`src/rtl/qe_init_pkg.sv`:
```
package qe_init_pkg;
  localparam int BYTE_W = 8;

  localparam logic [BYTE_W-1:0] CMD_RD_SR2 = 8'h35;
  localparam logic [BYTE_W-1:0] CMD_WREN   = 8'h06;
  localparam logic [BYTE_W-1:0] CMD_WR_SR  = 8'h01;
  localparam logic [BYTE_W-1:0] CMD_RD_SR1 = 8'h05;
  localparam logic [BYTE_W-1:0] SR1_VAL    = 8'h00;
  localparam logic [BYTE_W-1:0] SR2_VAL    = 8'h02;
  localparam int QE_BIT   = 1;
  localparam int BUSY_BIT = 0;

  typedef enum logic [1:0] {
    FR_RD_SR2,
    FR_WREN,
    FR_WR_SR,
    FR_POLL
  } frame_e;

  typedef enum logic [2:0] {
    ST_IDLE,
    ST_FRAME,
    ST_GAP,
    ST_DONE,
    ST_ERR
  } seq_st_e;

  function automatic logic [1:0] frame_last(frame_e fr);
    case (fr)
      FR_RD_SR2: return 2'd1;
      FR_WREN:   return 2'd0;
      FR_WR_SR:  return 2'd2;
      default:   return 2'd1;
    endcase
  endfunction

  function automatic logic [BYTE_W-1:0] frame_byte(frame_e fr, logic [1:0] idx);
    case (fr)
      FR_RD_SR2: return (idx == 2'd0) ? CMD_RD_SR2 : '0;
      FR_WREN:   return CMD_WREN;
      FR_WR_SR:  return (idx == 2'd0) ? CMD_WR_SR : (idx == 2'd1) ? SR1_VAL : SR2_VAL;
      default:   return (idx == 2'd0) ? CMD_RD_SR1 : '0;
    endcase
  endfunction
endpackage

```
`src/rtl/qe_spi_byte.sv`:
```
module qe_spi_byte
  import qe_init_pkg::*;
#(
  parameter int CLK_DIV = 4
) (
  input  logic              clk_i,
  input  logic              rst_ni,
  input  logic              go_i,
  input  logic [BYTE_W-1:0] tx_i,
  input  logic              miso_i,
  output logic              sck_o,
  output logic              mosi_o,
  output logic [BYTE_W-1:0] rx_o,
  output logic              done_o
);
  localparam int HALF  = CLK_DIV / 2;
  localparam int DIV_W = (HALF > 1) ? $clog2(HALF) : 1;
  localparam int BIT_W = $clog2(BYTE_W);
  localparam logic [DIV_W-1:0] DIV_LAST = DIV_W'(HALF - 1);
  localparam logic [BIT_W-1:0] BIT_LAST = BIT_W'(BYTE_W - 1);

  logic              busy_q, sck_q, done_q;
  logic [DIV_W-1:0]  div_q;
  logic [BIT_W-1:0]  bit_q;
  logic [BYTE_W-1:0] sh_q, rx_q;

  always_ff @(posedge clk_i or negedge rst_ni) begin
    if (!rst_ni) begin
      busy_q <= 1'b0;
      sck_q  <= 1'b0;
      done_q <= 1'b0;
      div_q  <= '0;
      bit_q  <= '0;
      sh_q   <= '0;
      rx_q   <= '0;
    end else begin
      done_q <= 1'b0;
      if (!busy_q) begin
        if (go_i) begin
          busy_q <= 1'b1;
          sh_q   <= tx_i;
          div_q  <= '0;
          bit_q  <= '0;
        end
      end else if (div_q == DIV_LAST) begin
        div_q <= '0;
        if (!sck_q) begin
          // rising edge: sample
          sck_q <= 1'b1;
          rx_q  <= {rx_q[BYTE_W-2:0], miso_i};
        end else begin
          // falling edge: advance
          sck_q <= 1'b0;
          if (bit_q == BIT_LAST) begin
            busy_q <= 1'b0;
            done_q <= 1'b1;
          end else begin
            bit_q <= bit_q + 1'b1;
            sh_q  <= {sh_q[BYTE_W-2:0], 1'b0};
          end
        end
      end else begin
        div_q <= div_q + 1'b1;
      end
    end
  end

  assign sck_o  = sck_q;
  assign mosi_o = sh_q[BYTE_W-1];
  assign rx_o   = rx_q;
  assign done_o = done_q;
endmodule

```
`src/rtl/qe_init_fsm.sv`:
```
module qe_init_fsm
  import qe_init_pkg::*;
#(
  parameter int MAX_POLLS = 64,
  parameter int GAP_CYC   = 4
) (
  input  logic              clk_i,
  input  logic              rst_ni,
  input  logic              start_i,
  input  logic              byte_done_i,
  input  logic [BYTE_W-1:0] rx_i,
  output logic              go_o,
  output logic [BYTE_W-1:0] tx_o,
  output logic              cs_no,
  output logic              done_o,
  output logic              err_o
);
  localparam int PC_W  = (MAX_POLLS > 1) ? $clog2(MAX_POLLS) : 1;
  localparam int GAP_W = (GAP_CYC > 1) ? $clog2(GAP_CYC) : 1;
  localparam logic [PC_W-1:0]  POLL_LAST = PC_W'(MAX_POLLS - 1);
  localparam logic [GAP_W-1:0] GAP_LAST  = GAP_W'(GAP_CYC - 1);

  seq_st_e          st_q;
  frame_e           fr_q;
  logic [1:0]       idx_q;
  logic             issued_q;
  logic [GAP_W-1:0] gap_q;
  logic [PC_W-1:0]  pc_q;

  always_ff @(posedge clk_i or negedge rst_ni) begin
    if (!rst_ni) begin
      st_q     <= ST_IDLE;
      fr_q     <= FR_RD_SR2;
      idx_q    <= '0;
      issued_q <= 1'b0;
      gap_q    <= '0;
      pc_q     <= '0;
    end else begin
      case (st_q)
        ST_IDLE, ST_DONE, ST_ERR: begin
          if (start_i) begin
            st_q     <= ST_FRAME;
            fr_q     <= FR_RD_SR2;
            idx_q    <= '0;
            issued_q <= 1'b0;
          end
        end
        ST_FRAME: begin
          if (!issued_q) begin
            issued_q <= 1'b1;
          end else if (byte_done_i) begin
            issued_q <= 1'b0;
            if (idx_q == frame_last(fr_q)) begin
              st_q  <= ST_GAP;
              gap_q <= '0;
              idx_q <= '0;
            end else begin
              idx_q <= idx_q + 1'b1;
            end
          end
        end
        ST_GAP: begin
          if (gap_q == GAP_LAST) begin
            st_q     <= ST_FRAME;
            issued_q <= 1'b0;
            case (fr_q)
              FR_RD_SR2: begin
                if (rx_i[QE_BIT]) st_q <= ST_DONE;
                else              fr_q <= FR_WREN;
              end
              FR_WREN: fr_q <= FR_WR_SR;
              FR_WR_SR: begin
                fr_q <= FR_POLL;
                pc_q <= '0;
              end
              default: begin
                if (!rx_i[BUSY_BIT])        st_q <= ST_DONE;
                else if (pc_q == POLL_LAST) st_q <= ST_ERR;
                else                        pc_q <= pc_q + 1'b1;
              end
            endcase
          end else begin
            gap_q <= gap_q + 1'b1;
          end
        end
        default: st_q <= ST_IDLE;
      endcase
    end
  end

  assign go_o   = (st_q == ST_FRAME) && !issued_q;
  assign tx_o   = frame_byte(fr_q, idx_q);
  assign cs_no  = (st_q != ST_FRAME);
  assign done_o = (st_q == ST_DONE);
  assign err_o  = (st_q == ST_ERR);
endmodule

```
`src/rtl/qe_init_seq.sv`:
```
module qe_init_seq
  import qe_init_pkg::*;
#(
  parameter int CLK_DIV   = 4,
  parameter int MAX_POLLS = 64
) (
  input  logic clk_i,
  input  logic rst_ni,
  input  logic start_i,
  input  logic miso_i,
  output logic cs_no,
  output logic sck_o,
  output logic mosi_o,
  output logic done_o,
  output logic err_o
);
  localparam int GAP_CYC = CLK_DIV;

  generate
    if (CLK_DIV < 2 || (CLK_DIV % 2) != 0) begin : g_bad_div
      $error("CLK_DIV must be even and >= 2");
    end
    if (MAX_POLLS < 1) begin : g_bad_polls
      $error("MAX_POLLS must be >= 1");
    end
  endgenerate

  logic              go;
  logic              byte_done;
  logic [BYTE_W-1:0] tx_byte, rx_byte;

  qe_init_fsm #(
    .MAX_POLLS(MAX_POLLS),
    .GAP_CYC  (GAP_CYC)
  ) u_fsm (
    .clk_i      (clk_i),
    .rst_ni     (rst_ni),
    .start_i    (start_i),
    .byte_done_i(byte_done),
    .rx_i       (rx_byte),
    .go_o       (go),
    .tx_o       (tx_byte),
    .cs_no      (cs_no),
    .done_o     (done_o),
    .err_o      (err_o)
  );

  qe_spi_byte #(
    .CLK_DIV(CLK_DIV)
  ) u_spi (
    .clk_i (clk_i),
    .rst_ni(rst_ni),
    .go_i  (go),
    .tx_i  (tx_byte),
    .miso_i(miso_i),
    .sck_o (sck_o),
    .mosi_o(mosi_o),
    .rx_o  (rx_byte),
    .done_o(byte_done)
  );
endmodule

```
`config.mk`:
```
export PLATFORM = sky130hd
export DESIGN_NAME = qe_init_seq
export DESIGN_NICKNAME = d
export VERILOG_FILES = /design/src/rtl/qe_init_pkg.sv /design/src/rtl/qe_spi_byte.sv /design/src/rtl/qe_init_fsm.sv /design/src/rtl/qe_init_seq.sv
export SDC_FILE = /design/constraint.sdc
export NUM_CORES = 1
export LEC_CHECK = 0
export BUFFER_PORTS_ARGS = -buffer_cell sky130_fd_sc_hd__buf_2
export CAP_MARGIN = 40
export CORE_ASPECT_RATIO = 2
export CORE_MARGIN = 3
export CORE_UTILIZATION = 56
export DETAILED_ROUTE_END_ITERATION = 16
export PLACE_DENSITY = 0.84
export SETUP_SLACK_MARGIN = 0.1
export SYNTH_ARGS = -nofsm -noshare
export SYNTH_HDL_FRONTEND = slang
export SYNTH_HIERARCHICAL = 1
export SYNTH_SLANG_ARGS = --single-unit
```
`constraint.sdc`:
```
create_clock -name clk_i -period 2.8 [get_ports clk_i]
set_clock_uncertainty 0.1 [all_clocks]
set_input_delay 0.56 -clock clk_i [delete_from_list [all_inputs] [get_ports clk_i]]
set_output_delay 0.56 -clock clk_i [all_outputs]
set_load 0.05 [all_outputs]
```
After elaboration in Yosys (flattened, before gate mapping)
Index checks and enable logic that the tools add are counted.
Widths: inputs -> output; s select.
- add/subtract/negate cells: 5
- equal/unequal tests: 24
- muxes and demuxes: 64
- bitwise operators: 2
- reduce and logical (&&, ||, !) cells: 23
- operator list (kind ; count):
    $mux 8 ; 6
    $mux 3 ; 13
    $mux 2 ; 15
    $pmux 8 s3 ; 1
    $reduce_and 5->1 ; 4
    $mux 6 ; 3
    $mux 1 ; 17
    $pmux 2 s2 ; 4
    $ne 2x2->1 const B ; 6
    $pmux 6 s2 ; 1
    $reduce_bool 2->1 ; 5
    $pmux 3 s3 ; 1
    $ne 2x1->1 const B ; 4
    $reduce_and 4->1 ; 2
    $add 6x1->6 const B ; 1
    $eq 3x2->1 const B ; 2
    $eq 3x3->1 const B ; 2
    $eq 6x6->1 const B ; 1
    $pmux 2 s3 ; 1
    $pmux 3 s2 ; 1
    $reduce_and 3->1 ; 2
    $add 2x1->2 const B ; 2
    $eq 2x1->1 const B ; 2
    $eq 2x2->1 const B ; 2
    other kinds (17) ; 20
- register bits after elaboration: 33
- input port bits: 4
- output and inout port bits: 5
- word-level logic and storage cells: 131

Depth between registers and ports, before layout
- word-level depth: 10
- depth in mapped cells: 7
- depth with buffers taken out: 7

Hierarchy
The synthesis kept the hierarchy.
- by module, submodules not included (module ; times used ; cells an instance ; area an instance (sq um) ; seq. area each (sq um)):
    qe_init_fsm ; 1 ; 136 ; 1218.7 ; 400.4
    qe_spi_byte ; 1 ; 73 ; 1078.5 ; 575.6

Worst setup path before layout
Ideal clock, no wire load.
- path kind: flip-flop to output port
- start: register u_fsm.st_q[0]
- end: output port err_o
- arrival: 1.772 ns
- data required time: 2.140 ns
- setup slack: 0.368 ns
- cell stages (with the launch flop): 3
- path buffers: 1
- path through: dfrtp_1 -> clkbuf_1 -> nor3b_1
- cells in the longest elaborated chain, start to end: 1
- RTL lines (what ; RTL line ; RTL):
    from (decl) ; qe_init_fsm.sv:23 ; seq_st_e st_q;
    from (signal assigned) ; qe_init_fsm.sv:32 ; st_q <= ST_IDLE;
    from (signal assigned) ; qe_init_fsm.sv:42 ; st_q <= ST_FRAME;
    from (signal assigned) ; qe_init_fsm.sv:54 ; st_q <= ST_GAP;
    $eq 3x3->1 ; qe_init_fsm.sv:95 ; assign err_o = (st_q == ST_ERR);
    to (decl) ; qe_init_seq.sv:15 ; output logic err_o
Every way passes these cells.

Final worst setup path
- start: register u_fsm.st_q[0]
- end: output port cs_no
- cells in the longest elaborated chain, start to end: 1
- RTL lines (what ; RTL line ; RTL):
    $ne 3x1->1 ; qe_init_fsm.sv:93 ; assign cs_no = (st_q != ST_FRAME);
    to (decl) ; qe_init_seq.sv:11 ; output logic cs_no,
Every way passes these cells.

==> impl_results.md <==
- Final number of hold-violating endpoints: 0
- Core area: 0.00345 mm^2
- CP Max Fanout: 14
- Via count: 1450
- Cell Area, Synth: 0.00206 mm^2
- Met3 GRT Util: 0.0374
- Overflow after GRT: 0
- WL/cell: 15.0 um
- Setup bufs post-CTS: 0
- Row Count: 30
- CTS Buf Count: 5
- Post-route setup TNS: 0 ns
- Final worst setup slack: 0.485 ns
- DRT iter0 DRCs: 17
- Syn Area/Cell: 10.4 um^2
- First-pass GRT wire length: 6.62 mm
- Worst-skew pair later-pin latency: 0.29 ns
- Final min period: 2.31 ns
- Internal: 1170 uW
- CP arrival: 1.65 ns
- Switching Power: 742 uW
- Met2 usage: 0.338
- Fin cells: 251
- Worst Path Buf+Inv: 1
- Total routed wirelength: 3.78 mm
- Number of global-route vias before repair: 1468
- Setup-failing EPs final: 0
- Max IR drop VDD: 557 uV
- Drt first pass iters: 4
- PostCTS Resize Cnt: 0
- Hold Buf Count CTS: 0
- CP required: 2.14 ns
- Die width: 48.9 um
- RSZ-0062 raised after global routing: false
- Crit-path slowest cell: dfrtp_1
- Clock network power share: 0.180
- CTS tree: done
- Count of pins over their slew limit: 0
- Placed cell count: 243
- Type of the worst setup path: reg -> out
- Met1 Use GR: 0.204
- Slew margin rel.: 0.521
- Most Crowded Layer GR: met2
- Seq pwr share: 0.392
- Combinational share of power: 0.428
- Clk buf depth: 2
- Placement Cell Area: 0.00208 mm^2
- Share of layout cells above drive strength 1: 0.202
- # DRC: 0
- Endpoint class of the critical path: output port
- Routed vias/inst: 5.78
- Pin count of the biggest net entering global routing: 34
- Setup crit start kind: flip-flop
- Tightest Pin Transition: 0.719 ns
- Routability Congestion: 0.786
- Final instance area: 0.00216 mm^2
- Pwr Density: 885 mW/mm^2
- Diodes inserted: 0
- Period utilization: 0.827
- GRT Util Overall: 0.194
- Die Span Y: 91.7 um
- CP max stage delay: 0.59 ns
- CTS root buf: clkbuf_8
- Worst reg-to-reg setup slack: 0.62 ns
- Post-Syn Instances: 197
- Maximum capacitance violations: 0
- PortBufs: 8
- Cells along the critical path: or3b_1 > buf_2
- Hold_ws: 0.222 ns
- FMAX: 0.432 GHz
- # clock sinks: 33
- P_leak: 0.00103 uW
- Synth Warn #: 6
- Fillers: 310
- Antenna violations before repair: 0
- HP Class: in -> async
- Sw Share: 0.388
- Area growth syn-to-layout: 5.11%
- Initial Utilization: 0.596
- # IOs: 9
- CP delay by family, top: flip-flops
- Final ANT Viol Nets: 0
- H-tree Lvls: 2
- Die area: 0.00448 mm^2
- Setup WS pre-CTS: 0.624 ns
- Nets@finish: 218
- Clk slew on worst S/H paths: 0.07 ns
- Outcome: complete, no violations
- HPWL Detailed: 2.84 mm
==> worst paths after layout <==
path,from,depth (start not counted),endpoint
worst max register to register,u_fsm/st_q[0],4,u_spi/sh_q[1]
worst min register to register,u_spi/sh_q[0],1,u_spi/sh_q[0]
max in group asynchronous,rst_ni,1,u_spi/sh_q[3]
worst max-delay path,u_fsm/st_q[0],2,cs_no
worst min-delay path,rst_ni,1,u_fsm/pc_q[3]
min in group clk_i,u_spi/sh_q[0],1,u_spi/sh_q[0]
==> worst reg2reg max path: stages (launching register included) <==
cell	delay (ns)
dfrtp_1	0.59
or3b_1	0.51
nor2_1	0.32
a21oi_4	0.20
mux2_4	0.34
==> cell type report <==
| cell class | instances | area, um^2 | area share |
|---|---|---|---|
| multi-input cells | 141 | 1100 | 0.510 |
| flip-flops and latches | 33 | 826 | 0.382 |
| clock buffers | 6 | 72.6 | 0.0336 |
| well taps | 48 | 60.1 | 0.0278 |
| inverters | 13 | 51.3 | 0.0237 |
| repair buffers | 8 | 40.0 | 0.0185 |
| clock inverters | 2 | 10.0 | 0.00463 |
==> placed cells by master (no fill, tap or decap), drive strengths merged, types with 4 or more instances in the layout <==
| master | count |
|---|---|
| mux2 | 20 |
| a21oi | 11 |
| nor2 | 10 |
| nor3b | 4 |
| buf | 8 |
| mux2i | 4 |
| clkbuf | 6 |
| nand3 | 7 |
| o21ai | 13 |
| dfrtp | 33 |
| inv | 13 |
| nand2 | 12 |
| o211ai | 4 |
| ha | 12 |
==> metal layers <==
metal  routed length (um)  share of wire
met5                    0              0
met4                  135          0.036
met3                  120          0.032
met2                 2140           0.57
met1                 1380           0.37
==> power by group through the flow <==
stage	registers, uW	clock network, uW	logic [uW]
floorplan	752	0	703
global placement	755	0	783
detailed placement	762	0	818
CTS	751	360	824
global route	773	378	901
finish	750	344	819
==> registers in the layout (all words and copies together) (netlist names) <==
register / count
u_fsm/fr_q: 2
u_fsm/gap_q: 2
u_fsm/idx_q: 2
u_fsm/issued_q: 1
u_fsm/pc_q: 6
u_fsm/st_q: 3
u_spi/bit_q: 3
u_spi/busy_q: 1
u_spi/div_q: 1
u_spi/done_o: 1
u_spi/rx_o: 2
u_spi/sck_o: 1
u_spi/sh_q: 8
==> through the flow <==
stage	power (uW)	utilization
global placement	1540	0.602
finish	1910	0.626
detailed placement	1580	0.602
floorplan	1450	-
global route	2050	0.626
CTS	1930	0.626
Power figures use the tool's default switching activity.
